===== config.mk =====
export PLATFORM = sky130hd
export DESIGN_NAME = ind_reg_bridge
export DESIGN_NICKNAME = d
export VERILOG_FILES = /design/src/rtl/ind_reg_bridge.sv
export SDC_FILE = /design/constraint.sdc
export NUM_CORES = 2
export LEC_CHECK = 0
export ABC_CLOCK_PERIOD_IN_PS = 7920
export BUFFER_PORTS_ARGS = -buffer_cell sky130_fd_sc_hd__buf_2
export CORE_MARGIN = 5
export CORE_UTILIZATION = 50
export CTS_BUF_LIST = sky130_fd_sc_hd__clkbuf_4
export DETAILED_ROUTE_END_ITERATION = 8
export GPL_TIMING_DRIVEN = 1
export HOLD_SLACK_MARGIN = 0.03
export PLACE_DENSITY_LB_ADDON = 0.3
export SYNTH_ARGS = -nofsm -noshare
export SYNTH_HDL_FRONTEND = slang
export SYNTH_SLANG_ARGS = --single-unit
export TNS_END_PERCENT = 20

===== constraint.sdc =====
create_clock -name clk -period 7.92 [get_ports clk]
set_input_delay 0.396 -clock clk [delete_from_list [all_inputs] [get_ports clk]]
set_output_delay 0.396 -clock clk [all_outputs]
set_load 0.01 [all_outputs]

===== src/rtl/ind_reg_bridge.sv =====
module ind_reg_bridge #(
  parameter int ADDR_W    = 6,
  parameter int DATA_W    = 32,
  parameter int FAST_LAT  = 2,
  parameter int SLOW_LAT  = 40,
  parameter int SLOW_BASE = 48,
  parameter int WE_BIT    = 15
) (
  input  logic        clk,
  input  logic        rst_n,
  input  logic        host_wr,
  input  logic [1:0]  host_addr,
  input  logic [31:0] host_wdata,
  output logic [31:0] host_rdata
);
  localparam int DEPTH = 1 << ADDR_W;
  localparam int CNT_W = $clog2(SLOW_LAT + 1);
  localparam logic [1:0] OFS_STAT = 2'd0;
  localparam logic [1:0] OFS_CTRL = 2'd1;
  localparam logic [1:0] OFS_DATA = 2'd2;
  localparam logic [ADDR_W:0] SLOW_FROM = SLOW_BASE[ADDR_W:0];
  localparam logic [CNT_W-1:0] FAST_LOAD = CNT_W'(FAST_LAT - 1);
  localparam logic [CNT_W-1:0] SLOW_LOAD = CNT_W'(SLOW_LAT - 1);

  logic              busy, we_q, ovr;
  logic [ADDR_W-1:0] tgt;
  logic [CNT_W-1:0]  cnt;
  logic [DATA_W-1:0] data_q;
  logic [DATA_W-1:0] bank [DEPTH];

  wire ctrl_hit = host_wr && (host_addr == OFS_CTRL);
  wire data_hit = host_wr && (host_addr == OFS_DATA);
  wire start    = ctrl_hit && !busy;
  wire done     = busy && (cnt == '0);
  wire [ADDR_W-1:0] new_tgt = host_wdata[ADDR_W-1:0];
  wire new_slow = {1'b0, new_tgt} >= SLOW_FROM;

  always_ff @(posedge clk) begin
    if (!rst_n) begin
      busy <= 1'b0;
      we_q <= 1'b0;
      tgt  <= '0;
      cnt  <= '0;
    end else if (start) begin
      busy <= 1'b1;
      we_q <= host_wdata[WE_BIT];
      tgt  <= new_tgt;
      cnt  <= new_slow ? SLOW_LOAD : FAST_LOAD;
    end else if (done) begin
      busy <= 1'b0;
    end else if (busy) begin
      cnt <= cnt - 1'b1;
    end
  end

  always_ff @(posedge clk) begin
    if (!rst_n)
      ovr <= 1'b0;
    else if ((ctrl_hit || data_hit) && busy)
      ovr <= 1'b1;
  end

  always_ff @(posedge clk) begin
    if (!rst_n)
      data_q <= '0;
    else if (done && !we_q)
      data_q <= bank[tgt];
    else if (data_hit && !busy)
      data_q <= host_wdata[DATA_W-1:0];
  end

  always_ff @(posedge clk) begin
    if (!rst_n) begin
      for (int i = 0; i < DEPTH; i++) bank[i] <= '0;
    end else if (done && we_q) begin
      bank[tgt] <= data_q;
    end
  end

  always_comb begin
    host_rdata = '0;
    case (host_addr)
      OFS_STAT: host_rdata = {30'd0, ovr, !busy};
      OFS_CTRL: begin
        host_rdata[ADDR_W-1:0] = tgt;
        host_rdata[WE_BIT]     = we_q;
      end
      OFS_DATA: host_rdata = 32'(data_q);
      default:  host_rdata = '0;
    endcase
  end
endmodule



Word level (Yosys, flattened, before mapping)
Memory sizes are Yosys's and may differ from the RTL's. A register that Yosys moved wholly into a read port is not among the register bits.
Cells that the tools add are included.

word-level totals
  register bits = 47
  bits in latches = 0
  RAM bits = 2048
  memory bits (read-only) = 0
  input port bits = 37
  memories = 1

cells by class
  add/sub/neg operators = 1
  $mul = 0
  div/mod/pow operators = 0
  $lt $le $gt $ge = 1
  eq/ne operators = 3
  shift operators = 0
  multiplexer cells = 21
  bitwise operators = 0
  reduce and logical (&&, ||, !) cells = 18

memory list
  memory  words  width  read ports  clocked after memory_dff  write ports  line  RTL
  bank    64     32     1           1                         64           29    logic [DATA_W-1:0] bank [DEPTH];

operators with widths
  kind                                                                    count
  32-bit 2-to-1 mux                                                       3
  6-bit 2-to-1 mux                                                        7
  32-bit OR reduction                                                     1
  6-bit one-hot mux with 3 select lines                                   1
  16-bit 2-to-1 mux                                                       1
  9-bit 2-to-1 mux                                                        1
  1-bit logical AND                                                       8
  1-bit 2-to-1 mux                                                        7
  6-bit greater-or-equal comparator (second input constant)               1
  6-bit zero test                                                         1
  2-bit nonzero test                                                      3
  6-bit by 1-bit subtractor with 6-bit output (second input constant)     1
  2-bit by 1-bit equality test with 1-bit output (second input constant)  1
  2-bit equality test (second input constant)                             1
  1-bit zero test                                                         2
  2-bit zero test                                                         1
  2-bit inequality test (second input constant)                           1
  1-bit one-hot mux with 2 select lines                                   1
  2-bit AND reduction                                                     1
  1-bit logical OR                                                        1

Logic depth before layout (Yosys ltp)
  word-level depth = 8
  mapped depth = 10

Least setup slack after synthesis
Ideal clock, no wire load.

  path type = flip-flop to flip-flop
  start point = register cnt[2]
  end point = memory bank[22][0], enable pin
  arrival time = 4120 ps
  required time = 7454 ps
  slack = 3334 ps
  stages on the path, launching flop included = 8
  buffers on the path = 3
  path through = dfxtp_1 -> or3_1 -> buf_2 -> nor4b_4 -> nand4_1 -> buf_2 -> clkbuf_1 -> o21ai_0

RTL lines
  element                   line  RTL
  start: declaration        27    logic [CNT_W-1:0] cnt;
  start signal: assignment  48    cnt <= new_slow ? SLOW_LOAD : FAST_LOAD;
  start signal: assignment  52    cnt <= cnt - 1'b1;
  end: declaration          29

==> flow_metrics.py <==
metrics = {
    "status": {
        "status": "finished with violations",
        "violations": "DRC",
    },
    "clock_network": {
        "cts_htree_levels": 6,
        "path_clk_slew_ns": 0.07,
        "cts_buffers": 558,
        "clk_latency_ns": 1.37,
        "cts.sinks": 2101,
        "cts_buffer_depth": 4,
        "cts_resized": 0,
        "cts_tree": "yes",
        "root_buffer": "clkbuf_4",
    },
    "synthesis": {
        "ys_seq_area_frac": 0.6579,
        "syn_area_mm2": 0.09509,
        "async_flop_share": 0,
        "synth_edf_count": 2048,
        "syn-instance-count": 6478,
        "synthFlopType": "edfxtp_1",
        "yosysUniqueCellTypes": 63,
        "yosysWarnings": 0,
        "ys_ff_latch": 2101,
        "synth_fp_nets": 6520,
        "synth.avg_cell_area_um2": 14.68,
    },
    "setup_path": {
        "crit_type": "reg -> reg",
        "critPathCaptureType": "register",
        "worstPathRequired_ns": 9.11,
        "worstRegToRegCells": 7,
        "cp-start-kind": "register",
        "critPathMaxFanout": 46,
        "cp.arrival_ns": 5.71,
    },
    "floorplan": {
        "initial_utilization": 0.5016,
        "die_area_mm2": 0.1990,
        "die_h_um": 446.1,
        "core_mm2": 0.1896,
        "placementRows": 160,
        "ios": 69,
        "chipWidth_um": 446.1,
    },
    "detailed_routing": {
        "vias_per_cell": 6.201,
        "first_pass_iters": 8,
        "drt_iter0_markers": 7887,
        "drt-total-wl_mm": 284.4,
        "drc": 2,
        "num_vias": 58800,
        "ant_nets": 0,
        "wire_per_inst_um": 30.00,
    },
    "sta": {
        "fmax_mhz": 221.0,
        "period_needed_ns": 4.525,
        "hold_slack_ns": 0.1622,
        "worstMarginPinSlew_ns": 1.376,
        "rsz0062_at_grt": "no",
        "maxSlewViolCount": 0,
        "hold_viol": 0,
        "setup_viol": 0,
        "finalSetupTns_ns": 0,
        "maxSlewHeadroom": 0.08299,
        "min_period_over_period": 0.5713,
        "fin_worst_skew_ns": 0.1009,
        "setup_ws_ns": 3.395,
    },
    "grt": {
        "grt_max_degree": 108,
        "antenna_found_initial": 28,
        "grt_pass1_vias": 59560,
        "overflow": 0,
        "grt_pass1_wl_mm": 411.5,
        "grt.total_usage": 0.2851,
    },
    "finish": {
        "area_growth_pct": 10.90,
        "nets": 6667,
        "drive_gt1_frac": 0.2572,
    },
    "placed_design": {
        "post-place-ws_ns": 3.394,
        "portBuffers": 68,
        "gp_congestion": 0.8730,
        "dpl.hpwl_mm": 167.9,
    },
    "pwr": {
        "peakVddDrop_v": 0.0001808,
        "pwr-share-seq": 0.545,
        "p_total_mw": 23.39,
        "power_frac_clock": 0.391,
        "p_int_mw": 17.79,
        "p_comb_frac": 0.064,
        "p_sw_frac": 0.2395,
        "power_leakage_nw": 36.02,
        "pwr_density_cell_mw_per_mm2": 221.8,
        "p_switching_mw": 5.604,
    },
    "worst_hold_path": {
        "hp-class": "in -> reg",
        "hold_path_depth": 5,
    },
    "flow_run": {
        "maxCapViolCount": 0,
    },
}
==> repair_timing <==
| item | CTS | global route |
|---|---|---|
| setup buffers | 0 | 0 |
| hold endpoints to repair | 159 | 0 |
| hold buffers | 57 | 0 |
==> kinds of logic (layout without fill, tap and decap cells) <==
| group | Yosys count | in the layout | share of synthesized area |
|---|---|---|---|
| adders and majority gates | 5 | 5 | 0.0006579 |
| xor gates and xnor gates | 2 | 2 | 0.0001842 |
| muxes | 605 | 605 | 0.1228 |
| AOI/OAI and AO/OA | 488 | 488 | 0.03451 |
| buffers and inverters | 759 | 1228 | 0.03136 |
| and+or+nand+nor | 2518 | 2518 | 0.1526 |
| DFF | 2101 | 2101 | 0.6579 |
| other | 0 | 23 | 0 |
==> flip-flops by register name (all words and copies together) (netlist names), named ones only <==
register,count
bank,2048
busy,1
cnt,6
data_q,32
ovr,1
tgt,6
we_q,1
==> power groups by stage <==
stage	Combinational [mW]	Clock (mW)	Sequential, mW
3_3_place_gp	1.46	0	13.0
4_1_cts	1.49	9.24	12.8
2_1_floorplan	0.879	0	12.9
5_1_grt	1.55	9.87	12.8
6_report	1.50	9.14	12.8
3_5_place_dp	1.47	0	13.0
==> area by class of cell <==
class / count / area (µm²)
antenna: 23 / 57.56
timing repair buffer: 315 / 2456
sequential: 2101 / 62600
inverter: 31 / 116.4
tap: 2511 / 3142
clock inverter: 72 / 437.9
fill: 14900 / 84120
multi-input combinational: 3618 / 30560
clock buffer: 810 / 6081
==> through the flow <==
stage,utilization,area [µm²],instances
final,0.5563,105500,9481
after global routing,0.5561,105400,9470
after CTS,0.5560,105400,9458
after detailed placement,0.5186,98310,8519
after global placement,0.5185,98310,8518
after floorplan,-,95090,6478
==> synth_stat cells, types with 23 or more instances <==
master    instances  area (µm²)
mux2_2           63       709.4
a211oi_1         23       172.7
mux2i_1          99       991.0
o21ai_0          87       435.4
inv_1            31       116.4
nand2_1          89       334.1
nor2b_1          40       250.2
nor3_1          641        3208
dfxtp_1          53        1061
a31oi_1          42       262.8
a22oi_1          45       337.8
a21oi_1          74       370.4
buf_2            90       450.4
edfxtp_1       2048       61500
o221ai_1         28       245.2
buf_1            40       150.1
mux4_2          443        9977
o22ai_1          80       500.5
and2_1         1518        9497
clkbuf_1        592        2222
nor2_1          117       439.2
nand2b_1         43       269.0
==> path summary, 6_finish.rpt <==
path,startpoint,endpoint,slack (ns)
worst max-delay path,register,data_q[26],3.40
worst min register to register,ovr,ovr,0.48
worst max register to register,register,data_q[26],3.40
worst min-delay path,host_wdata[27],data_q[27],0.16
==> metal layers <==
metal / GRT usage / vias to the layer above / wire [µm] / part of all wire
li1: - / 24820 / - / -
met1: 0.3643 / 29800 / 102100 / 0.36
met2: 0.4435 / 3478 / 134200 / 0.47
met3: 0.07645 / 688 / 30630 / 0.11
met4: 0.1631 / 10 / 17310 / 0.061
met5: 0 / - / 256 / 0.00090
==> cell usage in the layout (no fill, tap or decap), drive strengths merged, types with 9 or more instances in the layout <==
cell type / count
a2111oi: 13
a211oi: 23
a21oi: 74
a22o: 20
a22oi: 45
a31oi: 42
and2: 1518
buf: 257
clkbuf: 811
clkinv: 58
dfxtp: 53
diode: 23
dlygate4sd3: 57
edfxtp: 2048
inv: 39
mux2: 63
mux2i: 99
mux4: 443
nand2: 89
nand2b: 43
nand3: 11
nor2: 121
nor2b: 40
nor3: 641
o211ai: 13
o21ai: 87
o221ai: 28
o22ai: 80
o311a: 9
o311ai: 13
or3: 22
==> worst max-delay path, cell delays in order, from the launching register on <==
cell and delay (ns):
dfxtp_4 0.81, buf_4 0.54, buf_4 0.66, mux4_2 0.42
mux2i_1 0.33, o21ai_0 0.27, a21oi_1 1.04, a31oi_1 0.17
No activity file was read; power rests on OpenSTA's default activity.
